$ cat src/rtl/rtcc_pkg.sv
package rtcc_pkg;

    typedef enum logic [2:0] {
        ST_IDLE = 3'd0,
        ST_MIN  = 3'd1,
        ST_HOUR = 3'd2,
        ST_DAY  = 3'd3,
        ST_MON  = 3'd4,
        ST_YEAR = 3'd5
    } rtcc_state_e;

    localparam int unsigned NUM_REGS = 7;

    localparam logic [2:0] A_SEC  = 3'd0;
    localparam logic [2:0] A_MIN  = 3'd1;
    localparam logic [2:0] A_HOUR = 3'd2;
    localparam logic [2:0] A_WDAY = 3'd3;
    localparam logic [2:0] A_DATE = 3'd4;
    localparam logic [2:0] A_MON  = 3'd5;
    localparam logic [2:0] A_YEAR = 3'd6;

    localparam logic [7:0] M_SEC  = 8'hFF;
    localparam logic [7:0] M_MIN  = 8'h7F;
    localparam logic [7:0] M_HOUR = 8'h7F;
    localparam logic [7:0] M_WDAY = 8'h07;
    localparam logic [7:0] M_DATE = 8'h3F;
    localparam logic [7:0] M_MON  = 8'h1F;
    localparam logic [7:0] M_YEAR = 8'hFF;

    // Add one to a packed two-digit BCD value (no wrap at 99).
    function automatic logic [7:0] bcd_inc(input logic [7:0] v);
        logic [7:0] r;
        if (v[3:0] == 4'd9) r = {v[7:4] + 4'd1, 4'd0};
        else                r = {v[7:4], v[3:0] + 4'd1};
        return r;
    endfunction

endpackage

$ cat src/rtl/rtcc_prescaler.sv
module rtcc_prescaler #(
    parameter int unsigned DIV_BITS = 15
) (
    input  logic clk,
    input  logic rst_n,
    input  logic osc_en,
    input  logic run,
    input  logic clear,
    output logic tick
);
    localparam logic [DIV_BITS-1:0] CNT_MAX = {DIV_BITS{1'b1}};

    logic [DIV_BITS-1:0] cnt_q;

    always_ff @(posedge clk) begin
        if (!rst_n)              cnt_q <= '0;
        else if (clear)          cnt_q <= '0;
        else if (osc_en && run)  cnt_q <= cnt_q + 1'b1;
    end

    assign tick = osc_en && run && !clear && (cnt_q == CNT_MAX);

endmodule

$ cat src/rtl/rtcc_month_len.sv
module rtcc_month_len (
    input  logic [4:0] month,
    input  logic [7:0] year,
    output logic [5:0] last_date
);
    logic leap;

    // A BCD year is a multiple of four when an even tens digit meets
    // units 0/4/8, or an odd tens digit meets units 2/6.
    always_comb begin
        if (year[4]) leap = (year[3:0] == 4'd2) || (year[3:0] == 4'd6);
        else         leap = (year[3:0] == 4'd0) || (year[3:0] == 4'd4) ||
                            (year[3:0] == 4'd8);
    end

    always_comb begin
        unique case (month)
            5'h02:                      last_date = leap ? 6'h29 : 6'h28;
            5'h04, 5'h06, 5'h09, 5'h11: last_date = 6'h30;
            default:                    last_date = 6'h31;
        endcase
    end

endmodule

$ cat src/rtl/rtcc_hour_step.sv
module rtcc_hour_step
    import rtcc_pkg::*;
(
    input  logic [6:0] hour_in,
    output logic [6:0] hour_out,
    output logic       day_carry
);
    logic [7:0] inc24;
    logic [7:0] inc12;

    assign inc24 = bcd_inc({2'b00, hour_in[5:0]});
    assign inc12 = bcd_inc({3'b000, hour_in[4:0]});

    always_comb begin
        hour_out  = hour_in;
        day_carry = 1'b0;
        if (hour_in[6]) begin
            if (hour_in[4:0] == 5'h11) begin
                hour_out  = {1'b1, ~hour_in[5], 5'h12};
                day_carry = hour_in[5];
            end else if (hour_in[4:0] == 5'h12) begin
                hour_out  = {1'b1, hour_in[5], 5'h01};
            end else begin
                hour_out  = {1'b1, hour_in[5], inc12[4:0]};
            end
        end else begin
            if (hour_in[5:0] == 6'h23) begin
                hour_out  = 7'h00;
                day_carry = 1'b1;
            end else begin
                hour_out  = {1'b0, inc24[5:0]};
            end
        end
    end

endmodule

$ cat src/rtl/rtcc_calendar.sv
module rtcc_calendar
    import rtcc_pkg::*;
#(
    parameter int unsigned DIV_BITS = 15
) (
    input  logic       clk,
    input  logic       rst_n,
    input  logic       osc_en,
    input  logic       wr_en,
    input  logic [2:0] wr_addr,
    input  logic [7:0] wr_data,
    input  logic [2:0] rd_addr,
    output logic [7:0] rd_data,
    output logic       sec_tick
);
    rtcc_state_e state_q, state_d;

    logic [7:0] sec_q, min_q, hour_q, wday_q, date_q, month_q, year_q;
    logic [NUM_REGS-1:0] wr_hit;
    logic [6:0] hour_next;
    logic       hour_carry;
    logic [5:0] last_date;
    logic [7:0] sec_inc, min_inc, date_inc, mon_inc, year_inc;

    for (genvar i = 0; i < NUM_REGS; i++) begin : g_hit
        assign wr_hit[i] = wr_en && (wr_addr == 3'(i));
    end

    rtcc_prescaler #(.DIV_BITS(DIV_BITS)) u_presc (
        .clk    (clk),
        .rst_n  (rst_n),
        .osc_en (osc_en),
        .run    (!sec_q[7]),
        .clear  (wr_hit[A_SEC]),
        .tick   (sec_tick)
    );

    rtcc_hour_step u_hour (
        .hour_in   (hour_q[6:0]),
        .hour_out  (hour_next),
        .day_carry (hour_carry)
    );

    rtcc_month_len u_mlen (
        .month     (month_q[4:0]),
        .year      (year_q),
        .last_date (last_date)
    );

    assign sec_inc  = bcd_inc({1'b0, sec_q[6:0]});
    assign min_inc  = bcd_inc({1'b0, min_q[6:0]});
    assign date_inc = bcd_inc({2'b00, date_q[5:0]});
    assign mon_inc  = bcd_inc({3'b000, month_q[4:0]});
    assign year_inc = bcd_inc(year_q);

    // State register
    always_ff @(posedge clk) begin
        if (!rst_n) state_q <= ST_IDLE;
        else        state_q <= state_d;
    end

    // Carry walk transitions
    always_comb begin
        state_d = ST_IDLE;
        unique case (state_q)
            ST_IDLE: state_d = (sec_tick && sec_q[6:0] == 7'h59) ? ST_MIN  : ST_IDLE;
            ST_MIN:  state_d = (min_q[6:0] == 7'h59)             ? ST_HOUR : ST_IDLE;
            ST_HOUR: state_d = hour_carry                        ? ST_DAY  : ST_IDLE;
            ST_DAY:  state_d = (date_q[5:0] == last_date)        ? ST_MON  : ST_IDLE;
            ST_MON:  state_d = (month_q[4:0] == 5'h12)           ? ST_YEAR : ST_IDLE;
            ST_YEAR: state_d = ST_IDLE;
            default: state_d = ST_IDLE;
        endcase
    end

    // Register updates: host write first, then the step owned by the state
    always_ff @(posedge clk) begin
        if (!rst_n) begin
            sec_q   <= 8'h00;
            min_q   <= 8'h00;
            hour_q  <= 8'h00;
            wday_q  <= 8'h01;
            date_q  <= 8'h01;
            month_q <= 8'h01;
            year_q  <= 8'h00;
        end else begin
            if (wr_hit[A_SEC])
                sec_q <= wr_data & M_SEC;
            else if (sec_tick && state_q == ST_IDLE)
                sec_q <= {sec_q[7], (sec_q[6:0] == 7'h59) ? 7'h00 : sec_inc[6:0]};

            if (wr_hit[A_MIN])
                min_q <= wr_data & M_MIN;
            else if (state_q == ST_MIN)
                min_q <= (min_q[6:0] == 7'h59) ? 8'h00 : min_inc;

            if (wr_hit[A_HOUR])
                hour_q <= wr_data & M_HOUR;
            else if (state_q == ST_HOUR)
                hour_q <= {1'b0, hour_next};

            if (wr_hit[A_WDAY])
                wday_q <= wr_data & M_WDAY;
            else if (state_q == ST_DAY)
                wday_q <= (wday_q[2:0] == 3'd7) ? 8'h01 : {5'b0, wday_q[2:0] + 3'd1};

            if (wr_hit[A_DATE])
                date_q <= wr_data & M_DATE;
            else if (state_q == ST_DAY)
                date_q <= (date_q[5:0] == last_date) ? 8'h01 : date_inc;

            if (wr_hit[A_MON])
                month_q <= wr_data & M_MON;
            else if (state_q == ST_MON)
                month_q <= (month_q[4:0] == 5'h12) ? 8'h01 : mon_inc;

            if (wr_hit[A_YEAR])
                year_q <= wr_data & M_YEAR;
            else if (state_q == ST_YEAR)
                year_q <= (year_q == 8'h99) ? 8'h00 : year_inc;
        end
    end

    // Read port
    always_comb begin
        unique case (rd_addr)
            A_SEC:   rd_data = sec_q;
            A_MIN:   rd_data = min_q;
            A_HOUR:  rd_data = hour_q;
            A_WDAY:  rd_data = wday_q;
            A_DATE:  rd_data = date_q;
            A_MON:   rd_data = month_q;
            A_YEAR:  rd_data = year_q;
            default: rd_data = 8'h00;
        endcase
    end

endmodule

$ cat config.mk
export PLATFORM = sky130hd
export DESIGN_NAME = rtcc_calendar
export DESIGN_NICKNAME = d
export VERILOG_FILES = /design/src/rtl/rtcc_pkg.sv /design/src/rtl/rtcc_prescaler.sv /design/src/rtl/rtcc_month_len.sv /design/src/rtl/rtcc_hour_step.sv /design/src/rtl/rtcc_calendar.sv
export SDC_FILE = /design/constraint.sdc
export NUM_CORES = 1
export LEC_CHECK = 0
export ABC_AREA = 0
export BUFFER_PORTS_ARGS = -buffer_cell sky130_fd_sc_hd__buf_2
export CORE_MARGIN = 2
export CORE_UTILIZATION = 40
export DETAILED_ROUTE_END_ITERATION = 8
export SYNTH_ARGS = -nofsm -noshare
export SYNTH_HDL_FRONTEND = slang
export SYNTH_SLANG_ARGS = --single-unit
$ cat constraint.sdc
create_clock -name clk -period 2.6 [get_ports clk]
set_clock_uncertainty 0.15 [all_clocks]
set_input_delay 0.52 -clock clk [delete_from_list [all_inputs] [get_ports clk]]
set_output_delay 0.52 -clock clk [all_outputs]
set_load 0.01 [all_outputs]
==> impl_results.md <==
- EDFF count, synth: 0
- Synth area leader: dfxtp_1
- Fin. Hold Viols: 0
- Tcrit/Tclk final: 0.9548
- Data required, critical path: 1.93 ns
- Met1 GRT Util: 0.3016
- Slowest cell delay on critical path: 0.34 ns
- CP top delay family: simple AND/OR/NAND/NOR gates
- Lkg Pwr: 1.878 nW
- Hold depth: 3
- Critical path type: reg2out
- Die H: 107.7 um
- FILL cells: 1,062
- Worst Path Buf+Inv: 1
- I/O pin count: 27
- Power density cells: 460.8 nW/um^2
- Relative slew margins: 0.5929
- Reg2Reg Capture Point: date_q[4]
- Max_cap viols: 0
- Root Driver: clkbuf_8
- Clk Latency, worst-skew pair: 0.36 ns
- Die width: 107.7 um
- Critical Path AT: 1.81 ns
- Final setup TNS: 0 ns
- Critical Path End Type: output pin
- CTS tree: built
- Worst VDD drop: 0.0002832 V
- Sequential share of the synthesized area: 0.3027
- Worst hold path type: in2reg
- Main synth FF type: dfxtp_1
- Share of flip-flops with an asynchronous set or reset: 0
- Yosys top cell area share: 0.3027
- Gate Count Post-Synth: 546
- Reg clk slew, reported paths: 0.08 ns
- H-tree levels: 3
- CP cell instances: ha_1, and4b_2, and3_4, and2_1, and3_1, buf_2
- Finished Core Util: 0.4655
- Via Count: 4,087
- Global-route wire length before repair: 19,920 um
- Cts bufs inserted: 9
- Core Footprint: 10,370 um^2
- Synth unique cells: 66
- Worst slew pin tran: 0.6074 ns
- Final WS setup: 0.1176 ns
- Critical Path Slowest Stage Cell: dfxtp_2
- Antenna violations before repair: 0
- Synth Register Bits: 65
- I/O Buffers: 26
- Vias per cell: 5.748
- Hold endpoint: sec_q[7]
- Power, Total: 2.225 mW
- Startpoint Class: register
- Detailed Routing Iterations Pass 1: 6
- Final setup fails: 0
- Clock Sinks: 65
- Status: finished, final reports clean
- Synth area leaders: dfxtp_1 (30%), nand2_1 (6.0%), ha_1 (4.9%)
- Initial DRC count: 276
- Share of cells above drive strength 1: 0.1461
- Final GP Congestion: 0.9279
- CP Max Fanout: 5
- GRT busiest layer: met2
- Met2 usage: 0.3612
- Num rows: 37
- FF+latch area: 1304 um^2
- Reg2reg path depth: 6
- Aggregate global-route resource usage: 0.2234
- Gr ovfl total: 0
- Avg WL per Cell: 17.00 um
- Die area: 11,590 um^2
- Antenna-violating nets left: 0
- Setup Buffers After CTS: 0
- Fin crit period: 2.482 ns
- Nets: 605
- Starting Density: 0.4146
- Fin. max-slew vios: 0
- Net count after synthesis: 581
- R2R setup slack: 0.26 ns
- Largest net degree at the start of global routing: 20
- Synthesis-to-finish area growth: 12.28%
- Drt drc: 0
- Dpl ws: 0.08904 ns
- Ys Warns: 0
- Fmax: 402.8 MHz
- Reg-to-reg critical path startpoint: month_q[0]
- Post-DP HPWL: 8899 um
- Number of global-route vias before repair: 3,784
- Mean post-synth cell area: 7.874 um^2
- Area of the multi-input gates: 2821 um^2
- RSZ-0062 raised after global routing: no
- Clk buf depth: 2
- Drt total wl: 12,090 um
- HP Start: wr_data[7]
- Mapped cell area: 4299 um^2
- N_diodes: 0
- Met3 usage: 0.03148
worst reg2reg max path, delay by kind of cell, from the launching register on:
| kind | cells | cell delay (ns) |
|---|---|---|
| flip-flops | 1 | 0.40 |
| AND/OR/NAND/NOR | 2 | 0.92 |
| AO/OA/AOI/OAI | 4 | 0.78 |
how the worst max path moves through the flow:
stage,startpoint,end,slack (ns),depth (start not counted)
detailed placement,rd_addr[0],rd_data[5],0.09,6
finish,u_presc.cnt_q[0],sec_tick,0.12,6
global placement,rd_addr[0],rd_data[5],0.13,6
CTS,u_presc.cnt_q[0],sec_tick,0.04,6
floorplan,rd_addr[1],rd_data[1],0.20,5
global route,u_presc.cnt_q[0],sec_tick,0.005,6
metrics by stage:
step / instances / area, um^2 / hold WS [ns]
6_report: 711 / 4827 / 0.3303
5_1_grt: 711 / 4827 / 0.3343
4_1_cts: 711 / 4817 / 0.3233
3_5_place_dp: 695 / 4613 / 0.3307
3_3_place_gp: 695 / 4613 / 0.3169
2_1_floorplan: 546 / 4299 / 0.2871
placed cells by master (no fill, tap or decap), drive strengths merged, types with 10 or more instances in the layout:
cell	n
buf	45
dfxtp	65
o21ai	38
nand3	24
nand2	69
a31oi	11
ha	17
inv	16
o211a	11
nand2b	10
nor2	56
mux2i	16
nor3	10
a21oi	27
xnor2	13
repair_timing:
action | in CTS | in global routing
hold buffers | 0 | 0
endpoints found under the setup margin | 1 | 2
gates resized for setup | 1 | 5
pin swaps | 0 | 0
registers in the layout, indices dropped and copies added (netlist names), 6 cells and up:
register / flops
date_q: 7
hour_q: 7
min_q: 8
month_q: 6
sec_q: 8
u_presc.cnt_q: 15
year_q: 8
where the power goes:
part / internal [mW] / switching, mW
registers: 1.02 / 0.0441
clock network: 0.453 / 0.458
logic: 0.102 / 0.146
total: 1.58 / 0.649
kinds of logic (layout without fill, tap and decap cells):
logic type               Yosys count  after routing  synth area share
flip-flops                        65             65            0.3027
buffers and inverters             47             76           0.04307
multiplexers                      23             23           0.06606
XOR/XNOR                          22             22           0.04482
AO/OA/AOI/OAI                    139            139            0.2168
AND/OR/NAND/NOR                  233            233            0.2771
adder cells (fa/ha/maj)           17             17           0.04948
layer usage:
layer	part of all wire	vias up
li1	-	2025
met1	0.47	1931
met3	0.050	13
met2	0.47	118
met4	0.016	0
met5	0	-
cells in the mapped netlist (3+ instances only):
cell type / n
a211oi_1: 9
a21oi_1: 27
a22o_1: 3
a22oi_1: 5
a311oi_1: 3
a31oi_1: 11
and2_1: 4
and3_1: 6
and3b_1: 3
and4_1: 3
buf_2: 7
clkbuf_1: 24
dfxtp_1: 65
ha_1: 17
inv_1: 14
mux2_2: 3
mux2i_1: 16
mux4_2: 4
nand2_1: 69
nand2b_1: 10
nand3_1: 24
nand3b_1: 9
nand4_1: 6
nor2_1: 56
nor2b_1: 9
nor3_1: 9
nor3b_1: 6
o211a_1: 11
o211ai_1: 8
o21ai_0: 37
o31ai_1: 3
xnor2_1: 13
xor2_1: 9
area by class of cell:
class | count | share of cell area
Sequential cell | 65 | 0.2701
Multi-Input combinational cell | 434 | 0.5845
Inverter | 15 | 0.01166
Clock inverter | 7 | 0.01633
Clock buffer | 9 | 0.02566
Timing Repair Buffer | 45 | 0.05651
Tap cell | 136 | 0.03525
(Power assumes the default switching activity.)
